--- src/rtl/cksum_pkg.sv ---
package cksum_pkg;

  // Accumulator operation for one cycle
  typedef enum logic [1:0] {
    ACC_HOLD = 2'd0,
    ACC_ADD  = 2'd1,
    ACC_ZERO = 2'd2,
    ACC_LOAD = 2'd3
  } acc_op_e;

  function automatic acc_op_e decode_op(input logic clr, input logic vld);
    acc_op_e op;
    case ({clr, vld})
      2'b11:   op = ACC_LOAD;
      2'b10:   op = ACC_ZERO;
      2'b01:   op = ACC_ADD;
      default: op = ACC_HOLD;
    endcase
    return op;
  endfunction

endpackage

--- src/rtl/cksum_rst_sync.sv ---
module cksum_rst_sync #(
  parameter int STAGES = 2
) (
  input  logic clk,
  input  logic rst_n,
  output logic rst_sync_n
);
  logic [STAGES-1:0] chain_q;
  logic [STAGES-1:0] chain_d;

  always_comb begin
    chain_d = {chain_q[STAGES-2:0], 1'b1};
  end

  always_ff @(posedge clk or negedge rst_n) begin
    if (!rst_n) chain_q <= '0;
    else        chain_q <= chain_d;
  end

  assign rst_sync_n = chain_q[STAGES-1];
endmodule

--- src/rtl/cksum_extend.sv ---
module cksum_extend #(
  parameter int IN_W  = 8,
  parameter int OUT_W = 16
) (
  input  logic [IN_W-1:0]  word_i,
  input  logic             signed_i,
  output logic [OUT_W-1:0] ext_o
);
  generate
    if (OUT_W > IN_W) begin : g_widen
      localparam int PAD_W = OUT_W - IN_W;
      logic fill;
      assign fill  = signed_i & word_i[IN_W-1];
      assign ext_o = {{PAD_W{fill}}, word_i};
    end else begin : g_trunc
      // Checksum no wider than the word: only the low bits count
      assign ext_o = word_i[OUT_W-1:0];
    end
  endgenerate
endmodule

--- src/rtl/cksum_accum.sv ---
module cksum_accum
  import cksum_pkg::*;
#(
  parameter int OUT_W = 16
) (
  input  logic             clk,
  input  logic             rst_n,
  input  acc_op_e          op_i,
  input  logic [OUT_W-1:0] ext_i,
  output logic [OUT_W-1:0] acc_next_o
);
  logic [OUT_W-1:0] acc_q;
  logic [OUT_W-1:0] base;
  logic [OUT_W-1:0] addend;
  logic [OUT_W-1:0] acc_d;
  logic             acc_en;

  // One adder: the operand muxes select clear, load and accumulate
  always_comb begin
    base   = (op_i == ACC_ZERO || op_i == ACC_LOAD) ? '0 : acc_q;
    addend = (op_i == ACC_ADD  || op_i == ACC_LOAD) ? ext_i : '0;
    acc_d  = base + addend;
    acc_en = (op_i != ACC_HOLD);
  end

  always_ff @(posedge clk or negedge rst_n) begin
    if (!rst_n)      acc_q <= '0;
    else if (acc_en) acc_q <= acc_d;
  end

  assign acc_next_o = acc_d;
endmodule

--- src/rtl/cksum_result.sv ---
module cksum_result #(
  parameter int OUT_W = 16
) (
  input  logic             clk,
  input  logic             rst_n,
  input  logic             req_i,
  input  logic             drop_i,
  input  logic [OUT_W-1:0] acc_next_i,
  output logic [OUT_W-1:0] sum_o,
  output logic             valid_o
);
  logic [OUT_W-1:0] res_q;
  logic             val_q;
  logic             val_d;

  always_comb begin
    if (req_i)       val_d = 1'b1;
    else if (drop_i) val_d = 1'b0;
    else             val_d = val_q;
  end

  always_ff @(posedge clk or negedge rst_n) begin
    if (!rst_n) val_q <= 1'b0;
    else        val_q <= val_d;
  end

  always_ff @(posedge clk or negedge rst_n) begin
    if (!rst_n)     res_q <= '0;
    else if (req_i) res_q <= acc_next_i;
  end

  assign sum_o   = res_q;
  assign valid_o = val_q;
endmodule

--- src/rtl/cksum_stream_acc.sv ---
module cksum_stream_acc
  import cksum_pkg::*;
#(
  parameter int IN_W     = 8,
  parameter int OUT_W    = 16,
  parameter int SYNC_STG = 2
) (
  input  logic             clk,
  input  logic             rst_n,
  input  logic             in_valid,
  input  logic [IN_W-1:0]  in_word,
  input  logic             signed_mode,
  input  logic             clear_sum,
  input  logic             sum_req,
  output logic [OUT_W-1:0] sum_out,
  output logic             sum_out_valid
);
  logic             rst_sync_n;
  logic [OUT_W-1:0] ext_word;
  logic [OUT_W-1:0] acc_next;
  acc_op_e          op;
  logic             drop;

  cksum_rst_sync #(.STAGES(SYNC_STG)) i_rst_sync (
    .clk        (clk),
    .rst_n      (rst_n),
    .rst_sync_n (rst_sync_n)
  );

  cksum_extend #(.IN_W(IN_W), .OUT_W(OUT_W)) i_extend (
    .word_i   (in_word),
    .signed_i (signed_mode),
    .ext_o    (ext_word)
  );

  always_comb begin
    op   = decode_op(clear_sum, in_valid);
    drop = clear_sum | in_valid;
  end

  cksum_accum #(.OUT_W(OUT_W)) i_accum (
    .clk        (clk),
    .rst_n      (rst_sync_n),
    .op_i       (op),
    .ext_i      (ext_word),
    .acc_next_o (acc_next)
  );

  cksum_result #(.OUT_W(OUT_W)) i_result (
    .clk        (clk),
    .rst_n      (rst_sync_n),
    .req_i      (sum_req),
    .drop_i     (drop),
    .acc_next_i (acc_next),
    .sum_o      (sum_out),
    .valid_o    (sum_out_valid)
  );
endmodule

--- config.mk ---
export PLATFORM = sky130hd
export DESIGN_NAME = cksum_stream_acc
export DESIGN_NICKNAME = d
export VERILOG_FILES = /design/src/rtl/cksum_pkg.sv /design/src/rtl/cksum_rst_sync.sv /design/src/rtl/cksum_extend.sv /design/src/rtl/cksum_accum.sv /design/src/rtl/cksum_result.sv /design/src/rtl/cksum_stream_acc.sv
export SDC_FILE = /design/constraint.sdc
export NUM_CORES = 1
export LEC_CHECK = 0
export ABC_AREA = 0
export BUFFER_PORTS_ARGS = -buffer_cell sky130_fd_sc_hd__buf_2
export CORE_MARGIN = 1
export CORE_UTILIZATION = 58
export CTS_CLUSTER_SIZE = 28
export DETAILED_ROUTE_END_ITERATION = 6
export PLACE_DENSITY_LB_ADDON = 0.08
export SLEW_MARGIN = 25
export SYNTH_ARGS = -nofsm -noshare
export SYNTH_HDL_FRONTEND = slang
export SYNTH_SLANG_ARGS = --single-unit
--- constraint.sdc ---
create_clock -name clk -period 1.3 [get_ports clk]
set_input_delay 0.195 -clock clk [delete_from_list [all_inputs] [get_ports clk]]
set_output_delay 0.195 -clock clk [all_outputs]
set_load 0.03 [all_outputs]
## Yosys cells after proc, flatten, opt, wreduce, memory -nomap -nowiden

Index checks and enable logic that the tools add are counted.

| word-level totals | value |
|---|---|
| flip-flop bits (word level) | 35 |
| input bits | 14 |
| output and inout bits | 17 |
| logic and storage cells | 22 |

| operators by class | value |
|---|---|
| add/subtract/negate cells | 1 |
| equality and inequality tests | 6 |
| muxes and demuxes | 5 |
| bitwise gates (word level) | 2 |
| reduce and logical (&&, ||, !) cells | 4 |

Operators with widths:

| kind | number |
|---|---|
| $mux 16 | 2 |
| $add 16x16->16 | 1 |
| $eq 2x2->1 const B | 4 |
| $pmux 2 s3 | 1 |
| $eq 2x1->1 const B | 2 |
| $reduce_bool 2->1 | 2 |
| $logic_or 1x1->1 | 2 |
| $mux 1 | 2 |
| $and 1x1->1 | 1 |
| $or 1x1->1 | 1 |

## Depth between registers and ports, before layout

Gate-level depths: netlist of the first run.

| depth | value |
|---|---|
| depth after elaboration | 6 |
| gate-level depth with buffers | 12 |
| depth with buffers taken out | 10 |

## Cells and area by module

From an unflattened synthesis of the first run, not the netlist that was laid out.

| second synthesis, totals | value |
|---|---|
| cells, all modules | 270 |
| area total of the unflattened synthesis | 2557.5 sq um |

Modules (own cells, without submodules):

| module | instances | cells an instance | area each (sq um) | seq. area each (sq um) |
|---|---|---|---|---|
| cksum_accum | 1 | 210 | 1680.4 | 400.4 |
| cksum_result | 1 | 37 | 683.2 | 425.4 |
| cksum_extend | 1 | 17 | 126.4 | 0.0 |
| cksum_rst_sync | 1 | 3 | 53.8 | 50.0 |
| cksum_stream_acc | 1 | 3 | 13.8 | 0.0 |

## Worst setup path before layout of the first run

Ideal clock, no wire load.

| timing path | value |
|---|---|
| path kind | input to register |
| start | input clear_sum |
| end | register i_result.res_q[12] (netlist: i_result.sum_o[12]) |
| library setup time | 0.125 ns |
| arrival | 2.484 ns |
| data required time | 1.175 ns |
| path slack | -1.308 ns |
| stages on the path | 12 |
| path buffers | 2 |
| cells stage by stage | clkbuf_1 > clkbuf_1 > nor2b_1 > ha_1 > fa_1 > a21oi_1 > o211ai_1 > nand2_4 > o21a_2 > o21ai_2 > xnor2_1 > mux2_2 |

| on the way | value |
|---|---|
| longest elaborated chain between the ends | 6 |
| elaborated cells between the ends (all ways) | 12 |
| those cells by class | add/sub: 1; eq/ne: 6; mux: 3; reduce/logical: 2 |

RTL lines:

| item | line | source |
|---|---|---|
| start, declared | cksum_stream_acc.sv:13 | `input logic clear_sum,` |
| $eq 2x1->1 or $eq 2x2->1 (tied branches) | cksum_pkg.sv:13 | `case ({clr, vld})` |
| $pmux 2 s3 * | cksum_pkg.sv:13 |  |
| $eq 2x2->1 (tied with other cells) | cksum_accum.sv:20 | `base = (op_i == ACC_ZERO \|\| op_i == ACC_LOAD) ? '0 : acc_q;` |
| $logic_or 1x1->1, on equally long branches | cksum_accum.sv:20, cksum_accum.sv:21 |  |
| $mux 16, on equally long branches | cksum_accum.sv:20, cksum_accum.sv:21 |  |
| $add 16x16->16 * | cksum_accum.sv:22 | `acc_d = base + addend;` |
| end signal, assigned | cksum_result.sv:29 | `else if (req_i) res_q <= acc_next_i;` |
| end, declared | cksum_result.sv:12 | `logic [OUT_W-1:0] res_q;` |

Mark *: on every way between the ends. The rest lies on a longest branch, timed or not.
A chain may end at the register's enable or synchronous reset.

## Worst setup path in the final report of the first run

| timing path | value |
|---|---|
| start | register i_accum.acc_q[6] |
| end | register i_accum.acc_q[15] |

| on the way | value |
|---|---|
| longest elaborated chain between the ends | 2 |

RTL lines:

| item | line | source |
|---|---|---|
| start, declared | cksum_accum.sv:12 | `logic [OUT_W-1:0] acc_q;` |
| start signal, assigned | cksum_accum.sv:27 | `if (!rst_n) acc_q <= '0;` |
| start signal, assigned | cksum_accum.sv:28 | `else if (acc_en) acc_q <= acc_d;` |
| $mux 16 | cksum_accum.sv:20 |  |
| $add 16x16->16 | cksum_accum.sv:22 |  |

No other way between the ends.

==> impl_metrics.yaml, run 1 <==
outcome:
  status: "finished, violations left"
  violations: "setup timing"
finish:
  regArea_um2: 876
  final_util_pct: 93.9
  area_delta_synth_final_pct: 50.8
  diodes: 0
  stdcell_count: 361
  final_cell_mix: "buf_4, dfrtp_1, buf_2"
  drive_above_1_share_pct: 57.5
  design_area_mm2: 0.00351
  layout.nets: 340
  multiInputGateArea_mm2: 0.00174
  fill_cells: 120
  final_common_cell: "buf_4"
clock_tree:
  cts_buffer_depth: 2
  htreeDepth: 2
  cts.sinks: 35
  clkTransAtPathRegs_ns: 0.08
  insertion_delay_ns: 0.30
  cts-root-buf: "clkbuf_8"
  cts_tree: "done"
  cts_buffers: 5
global_routing:
  grt_pass1_wl_um: 10200
  grtUsageTotal_pct: 32.9
  grt-ovfl-total: 0
  first_global_vias: 2092
  antenna_found_initial: 0
  grt_start_max_net_pins: 34
setup_path:
  critPathBufInv: 0
  cp-start-kind: "flop"
  critPathMaxFanout: 3
  crit_required_ns: 1.49
  cp_cell_sequence: "nor2b_1, ha_1, nand2_2, a211oi_4, o211ai_4, a31oi_4, a31oi_4, xnor2_1, a211o_1"
  worst-setup-path-type: "reg -> reg"
  r2r_slack_ns: -1.21
  r2r-start: "i_accum.acc_q[6]$_DFFE_PN0P_"
  path_delay_family: "compound AO/OA/AOI/OAI gates"
  end_kind: "flop"
  crit_arrival_ns: 2.70
  cp_common_cell: "a31oi_4"
  cp_slowest_stage_delay_ns: 0.40
  worstSetupStartpoint: "i_accum.acc_q[6]$_DFFE_PN0P_"
  cp_slowest_cell: "dfrtp_1"
floorplan:
  initial_core_util_pct: 62.3
  rows: 22
  die-area_mm2: 0.00428
  core_mm2: 0.00374
  fp.dieW_um: 65.4
  io_pins: 31
  die_h_um: 65.4
power_and_ir_drop:
  ir_worst_vdd_uv: 1450
  intPower_mw: 3.11
  netSwitchingFraction_pct: 36.7
  power.density_mw_per_mm2: 1400
  pwr-share-clk_pct: 24.9
  power_frac_seq_pct: 30.6
  switchingPower_mw: 1.81
  combPwrFrac_pct: 44.5
  leakage_nw: 1.72
synthesis:
  synth_cell_types: 49
  synth_area_leader_cell: "dfrtp_1"
  ys_seq_area_share_pct: 37.6
  synth_cells: 221
  syn_nets: 249
  yosysWarnings: 0
  synth-seq-cells: 35
  avgSynthCellArea_um2: 10.5
  synth_area_mm2: 0.00233
  synth_top_area_share_pct: 37.6
  synthTopCellsByArea: "dfrtp_1, mux2_2, ha_1"
place:
  gp_congestion: 0.823
  portBuffers: 30
  placed_area_mm2: 0.00287
  dp_hpwl_um: 3730
  dp_slack_ns: -1.08
  placedCellCount: 333
hold_path:
  min_path_type: "in -> async"
sta:
  skew_ns: 0.0102
  hold_violations: 0
  setup_ws_ns: -1.21
  fin_crit_ns: 2.51
  tightest_slew_ns: 0.549
  fmax_ghz: 0.399
  drv_slew: 0
  finalSetupTns_ns: -27.12
  setup_viol: 30
  rsz0062_at_grt: "yes"
  maxSlewHeadroom_pct: 63.4
  fin_crit_sh_pct: 193
job:
  maxCapViolCount: 0
routing:
  drc: 0
  dr_total_vias: 2355
  via_per_inst: 6.52
  wl_per_cell_um: 26.1
  routed_wl_um: 9440
  first_pass_iters: 5
  drtAntennaViolNets: 0
  drt_iter0_markers: 256
-- worst reg2reg max path, delay by kind of cell, from the launching register on --
kind                       cells  cell delay (ns)
AOI/OAI and AO/OA              5             1.18
DFF                            1             0.40
adders and majority gates      1             0.38
and+or+nand+nor                2             0.29
xor gates and xnor gates       1             0.16
-- routing by layer --
| layer | up-vias | routed length (um) | GRT usage, % |
|---|---|---|---|
| li1 | 949 | - | - |
| met1 | 1154 | 3550 | 38.2 |
| met2 | 179 | 4610 | 57.5 |
| met3 | 73 | 725 | 5.90 |
| met4 | 0 | 551 | 17.4 |
| met5 | - | 0 | 0 |
-- worst paths after layout --
| kind | to | cells past startpoint |
|---|---|---|
| min in group clk | i_rst_sync.chain_q[1]$_DFF_PN0_ | 0 |
| max in group asynchronous | i_accum.acc_q[5]$_DFFE_PN0P_ | 1 |
| worst max-delay path | i_accum.acc_q[15]$_DFFE_PN0P_ | 9 |
| worst max register to register | i_accum.acc_q[15]$_DFFE_PN0P_ | 9 |
| worst min-delay path | i_rst_sync.chain_q[1]$_DFF_PN0_ | 2 |
| worst min register to register | i_accum.acc_q[10]$_DFFE_PN0P_ | 1 |
-- synthesized netlist by cell type, drive strengths merged --
cell type,count
a211o,1
a211oi,2
a21o,7
a21oi,20
a22o,2
a31oi,6
and2,8
and2b,2
buf,5
clkbuf,5
conb,1
dfrtp,35
fa,1
ha,13
inv,7
maj3,1
mux2,21
mux2i,2
nand2,10
nand2b,2
nand3,4
nor2,15
nor2b,13
nor3,3
o211ai,2
o21a,2
o21ai,8
o21bai,1
o22ai,1
o2bb2ai,1
or2,1
xnor2,15
xnor3,1
xor2,3
-- kinds of logic after synthesis --
family                   after synthesis  share of synthesized area (%)
other                                  1                          0.161
AND/OR/NAND/NOR                       58                           13.5
AO/OA/AOI/OAI                         53                           16.4
adder cells (fa/ha/maj)               15                           8.32
flip-flops                            35                           37.6
XOR/XNOR                              19                           8.86
multiplexers                          23                           11.0
buffers and inverters                 17                           4.19
-- stage by stage --
stage	power (mW)	hold WS [ns]
floorplan	2.53	-0.101
global placement	2.95	-0.0198
detailed placement	2.98	-0.0193
CTS	4.34	0.207
global route	5.04	0.231
finish	4.92	0.230
-- state kept, by name (all words and copies together) (netlist names) --
register            cells
i_accum.acc_q          16
i_result.sum_o         16
i_rst_sync.chain_q      2
i_result.valid_o        1
-- area by class of cell --
type	count	share of cell area (%)
timing repair buffer	94	19.2
sequential	35	24.9
clock inverter	3	1.92
clock buffer	5	1.96
inverter	7	0.748
tap	48	1.71
multi-input combinational	169	49.5
-- timing repair --
action | in CTS | in global routing
gates resized for setup | 26 | 36
hold endpoints to repair | 2 | 0
pin swaps | 32 | 27
setup endpoints to repair | 30 | 30
setup buffers | 10 | 10
hold buffers | 1 | 0
-- power by group through the flow --
stage / logic [mW] / registers (mW) / clock network [mW]
2_1_floorplan: 0.796 / 1.73 / 0
3_3_place_gp: 1.48 / 1.46 / 0
3_5_place_dp: 1.51 / 1.47 / 0
4_1_cts: 1.70 / 1.46 / 1.19
5_1_grt: 2.25 / 1.53 / 1.25
6_report: 2.19 / 1.51 / 1.23
Power figures use the tool's default switching activity.
==> run 2: changes to the inputs <==
--- a/config.mk
+++ b/config.mk
@@ -12,6 +12,7 @@
 export CTS_CLUSTER_SIZE = 28
 export DETAILED_ROUTE_END_ITERATION = 6
 export PLACE_DENSITY_LB_ADDON = 0.08
+export RECOVER_POWER = 50
 export SLEW_MARGIN = 25
 export SYNTH_ARGS = -nofsm -noshare
 export SYNTH_HDL_FRONTEND = slang
==> impl_metrics.yaml, run 2 (same netlist as run 1, synthesis figures left out) <==
global_routing:
  grt_start_max_net_pins: 34
  grt_pass1_wl_um: 10200
  grtUsageTotal_pct: 32.9
  first_global_vias: 2092
  grt-ovfl-total: 0
  antenna_found_initial: 0
floorplan:
  io_pins: 31
  fp.dieW_um: 65.4
  die-area_mm2: 0.00428
  rows: 22
  die_h_um: 65.4
  initial_core_util_pct: 62.3
  core_mm2: 0.00374
setup_path:
  crit_arrival_ns: 2.69
  critPathMaxFanout: 3
  end_kind: "flop"
  worst-setup-path-type: "reg -> reg"
  crit_required_ns: 1.49
  cp-start-kind: "flop"
finish:
  fill_cells: 122
  drive_above_1_share_pct: 57.2
  area_delta_synth_final_pct: 50.6
  final_cell_mix: "buf_4, dfrtp_1, buf_2"
  diodes: 0
  stdcell_count: 361
  final_common_cell: "buf_4"
  layout.nets: 340
routing:
  drt_iter0_markers: 255
  wl_per_cell_um: 26.1
  via_per_inst: 6.52
  drc: 0
  routed_wl_um: 9430
  dr_total_vias: 2354
  drtAntennaViolNets: 0
  first_pass_iters: 5
clock_tree:
  cts_buffers: 5
  clkTransAtPathRegs_ns: 0.08
  htreeDepth: 2
  cts_buffer_depth: 2
  cts.sinks: 35
  insertion_delay_ns: 0.30
  cts_tree: "done"
  cts-root-buf: "clkbuf_8"
place:
  dp_hpwl_um: 3730
  placedCellCount: 333
  portBuffers: 30
  dp_slack_ns: -1.08
  gp_congestion: 0.823
sta:
  whs_ns: 0.236
  setup_viol: 30
  fin_crit_ns: 2.50
  maxSlewHeadroom_pct: 42.0
  hold_violations: 0
  rsz0062_at_grt: "yes"
  fin_crit_sh_pct: 193
  drv_slew: 0
  setup_ws_ns: -1.20
  skew_ns: 0.0103
  fmax_ghz: 0.399
  tightest_slew_ns: 0.870
hold_path:
  min_path_type: "in -> async"
power_and_ir_drop:
  leakage_nw: 1.72
  ir_worst_vdd_uv: 1450
  power.density_mw_per_mm2: 1400
job:
  maxCapViolCount: 0
outcome:
  status: "finished, violations left"
  violations: "setup timing"
[run 2: cell count changes in the layout (fill, tap and decap cells not counted), sizes merged]
cell,previous run,this run
buf,92,90
clkbuf,6,8
[run 2: per-stage QoR]
stage / total power, mW / instance area [um^2] / setup TNS (ns) / utilization (%)
6_report: 4.92 / 3510 / -26.97 / 93.8
5_1_grt: 5.03 / 3510 / -28.14 / 93.8
3_3_place_gp: 2.95 / 2870 / -22.39 / 76.6
2_1_floorplan: 2.53 / 2420 / -18.17 / -
3_5_place_dp: 2.98 / 2870 / -23.36 / 76.6
4_1_cts: 4.34 / 3200 / -21.92 / 85.6
[run 2: worst max-delay path: stages (launching register included)]
cell and delay [ns]:
dfrtp_1 0.39, nor2b_4 0.22, buf_4 0.15, fa_2 0.22
a21oi_2 0.08, o211ai_1 0.32, nand2_4 0.09, buf_6 0.13
o21a_4 0.22, o21ai_4 0.17, xnor2_2 0.11, mux2_2 0.28
[run 2: repair_timing]
item / 4_1_cts / 5_1_grt
resized for setup: 26 / 36
hold buffers: 1 / 0
endpoints found under the hold margin: 2 / 0
setup buffers: 10 / 10
setup endpoints to repair: 30 / 30
pin swaps: 32 / 27
[run 2: routing by layer]
layer | vias to the layer above | routed length (um) | track usage, %
li1 | 950 | - | -
met2 | 175 | 4580 | 57.5
met3 | 78 | 674 | 5.90
met5 | - | 0 | 0
met4 | 0 | 589 | 17.4
met1 | 1151 | 3590 | 38.2
[run 2: power breakdown]
group | leakage, nW | total (mW) | internal, mW | switching (mW)
clock network | 0.0644 | 1.23 | 0.765 | 0.462
logic | 1.22 | 2.18 | 1.00 | 1.18
registers | 0.435 | 1.51 | 1.34 | 0.166
total | 1.72 | 4.92 | 3.11 | 1.81
[run 2: path summary, 6_finish.rpt]
kind                                                  from                              end  slack (ns)  depth (start not counted)
hold reg to reg            i_rst_sync.chain_q[0]$_DFF_PN0_  i_rst_sync.chain_q[1]$_DFF_PN0_        0.36                          0
hold / removal                                       rst_n  i_rst_sync.chain_q[1]$_DFF_PN0_        0.24                          2
max in group asynchronous  i_rst_sync.chain_q[1]$_DFF_PN0_     i_accum.acc_q[5]$_DFFE_PN0P_        0.31                          1
setup reg to reg              i_accum.acc_q[1]$_DFFE_PN0P_   i_result.sum_o[12]$_DFFE_PN0P_       -1.20                         11
setup / recovery              i_accum.acc_q[1]$_DFFE_PN0P_   i_result.sum_o[12]$_DFFE_PN0P_       -1.20                         11
min in group clk           i_rst_sync.chain_q[0]$_DFF_PN0_  i_rst_sync.chain_q[1]$_DFF_PN0_        0.36                          0
[run 2: area by class of cell]
class | count | area [um^2] | area share, %
multi-input combinational | 169 | 1740 | 49.6
sequential | 35 | 876 | 24.9
timing repair buffer | 94 | 672 | 19.1
clock buffer | 5 | 68.8 | 1.96
clock inverter | 3 | 67.6 | 1.92
tap | 48 | 60.1 | 1.71
inverter | 7 | 26.3 | 0.748
==> run 3: changes to the inputs <==
--- a/config.mk
+++ b/config.mk
@@ -6,7 +6,7 @@
 export NUM_CORES = 1
 export LEC_CHECK = 0
 export ABC_AREA = 0
-export BUFFER_PORTS_ARGS = -buffer_cell sky130_fd_sc_hd__buf_2
+export BUFFER_PORTS_ARGS = -buffer_cell sky130_fd_sc_hd__buf_4
 export CORE_MARGIN = 1
 export CORE_UTILIZATION = 58
 export CTS_CLUSTER_SIZE = 28
==> impl_metrics.yaml, run 3 (same netlist as run 1, synthesis figures left out) <==
outcome:
  status: "finished, violations left"
  violations: "setup timing"
global_routing:
  grt_start_max_net_pins: 34
  grt-ovfl-total: 0
  grtUsageTotal_pct: 34.7
  antenna_found_initial: 0
  first_global_vias: 2238
  grt_pass1_wl_um: 10900
sta:
  skew_ns: 0.00223
  whs_ns: 0.236
  rsz0062_at_grt: "yes"
  tightest_slew_ns: 0.868
  setup_ws_ns: -1.20
  drv_slew: 0
  finalSetupTns_ns: -26.61
  fmax_ghz: 0.400
  hold_violations: 0
  maxSlewHeadroom_pct: 42.1
  fin_crit_sh_pct: 193
  fin_crit_ns: 2.50
  setup_viol: 30
power_and_ir_drop:
  ir_worst_vdd_uv: 1150
  power_frac_seq_pct: 31.3
  leakage_nw: 1.75
  power.density_mw_per_mm2: 1370
  switchingPower_mw: 1.87
  intPower_mw: 3.04
  total_power_mw: 4.91
  pwr-share-clk_pct: 20.9
  netSwitchingFraction_pct: 38.1
  combPwrFrac_pct: 47.9
setup_path:
  crit_required_ns: 1.48
  cp_cell_sequence: "nor2b_4, ha_4, nand3_4, a211oi_4, o211ai_2, a31oi_4, a31oi_4, xnor2_1, a211o_1"
  worst-setup-path-type: "reg -> reg"
  end_kind: "flop"
  cp_slowest_stage_delay_ns: 0.41
  critPathBufInv: 0
  critPathMaxFanout: 3
  path_delay_family: "compound AO/OA/AOI/OAI gates"
  cp-start-kind: "flop"
  cp_common_cell: "a31oi_4"
  crit_arrival_ns: 2.69
  cp_slowest_cell: "dfrtp_1"
routing:
  drtAntennaViolNets: 0
  drc: 0
  via_per_inst: 6.82
  dr_total_vias: 2475
  drt_iter0_markers: 418
  routed_wl_um: 10200
  first_pass_iters: 7
  wl_per_cell_um: 28.0
place:
  placed_area_mm2: 0.00293
  gp_congestion: 0.835
  dp_hpwl_um: 3820
  dp_slack_ns: -1.06
  portBuffers: 30
  placedCellCount: 333
finish:
  drive_above_1_share_pct: 57.5
  final_util_pct: 95.6
  diodes: 0
  design_area_mm2: 0.00358
  final_common_cell: "buf_4"
  layout.nets: 342
  stdcell_count: 363
  final_cell_mix: "buf_4, dfrtp_1, nor2_1"
  area_delta_synth_final_pct: 53.6
clock_tree:
  cts_buffer_depth: 2
  cts.sinks: 35
  insertion_delay_ns: 0.29
  cts_buffers: 5
  cts_tree: "done"
  htreeDepth: 2
  cts-root-buf: "clkbuf_8"
  clkTransAtPathRegs_ns: 0.08
floorplan:
  core_mm2: 0.00374
  rows: 22
  io_pins: 31
  initial_core_util_pct: 62.3
  die_h_um: 65.4
  fp.dieW_um: 65.4
  die-area_mm2: 0.00428
hold_path:
  min_path_type: "in -> async"
job:
  maxCapViolCount: 0
run 3: cell count changes in the layout (fill, tap and decap cells not counted), sizes merged:
cell	previous run	this run
clkinvlp	1	0
clkbuf	8	7
buf	90	93
bufinv	2	1
clkinv	0	2
run 3: worst register-to-register path, delay by kind of cell, from the launching register on:
kind / cells / cell delay [ns]
AND/OR/NAND/NOR: 2 / 0.25
adder cells (fa/ha/maj): 1 / 0.31
AO/OA/AOI/OAI: 5 / 1.25
flip-flops: 1 / 0.41
XOR/XNOR: 1 / 0.16
run 3: path summary, 6_finish.rpt:
path	from	to	slack, ns	cells past startpoint
max in group asynchronous	i_rst_sync.chain_q[1]$_DFF_PN0_	i_result.sum_o[12]$_DFFE_PN0P_	0.31	1
hold / removal	rst_n	i_rst_sync.chain_q[1]$_DFF_PN0_	0.24	2
setup reg to reg	i_accum.acc_q[2]$_DFFE_PN0P_	i_accum.acc_q[15]$_DFFE_PN0P_	-1.20	9
min in group clk	sum_req	i_result.sum_o[9]$_DFFE_PN0P_	0.34	2
setup / recovery	i_accum.acc_q[2]$_DFFE_PN0P_	i_accum.acc_q[15]$_DFFE_PN0P_	-1.20	9
hold reg to reg	i_rst_sync.chain_q[0]$_DFF_PN0_	i_rst_sync.chain_q[1]$_DFF_PN0_	0.36	0
run 3: routing by layer:
layer | up-vias | global-route usage (%) | part of all wire [%]
met5 | - | 0 | 0
met4 | 0 | 20.9 | 8.6
li1 | 946 | - | -
met2 | 239 | 58.6 | 48
met3 | 98 | 8.51 | 9.3
met1 | 1192 | 39.4 | 34
run 3: power groups by stage:
stage,registers [mW],clock network (mW),logic (mW)
global placement,1.47,0,1.56
CTS,1.46,1.00,1.79
floorplan,1.73,0,0.796
global route,1.54,1.06,2.43
detailed placement,1.48,0,1.60
finish,1.54,1.02,2.35
run 3: cell type report:
cell class              count  area [um^2]
clock inverters             3         43.8
well taps                  48         60.1
fillers                    84          164
inverters                   7         26.3
flip-flops and latches     35          876
repair buffers             96          743
multi-input cells         169         1760
clock buffers               5         68.8
run 3: timing repair:
action,4_1_cts,5_1_grt
resized for setup,20,49
gates cloned,0,0
hold buffers,1,0
pin swaps,27,32
endpoints found under the hold margin,2,0
endpoints found under the setup margin,30,30
buffers inserted,11,12
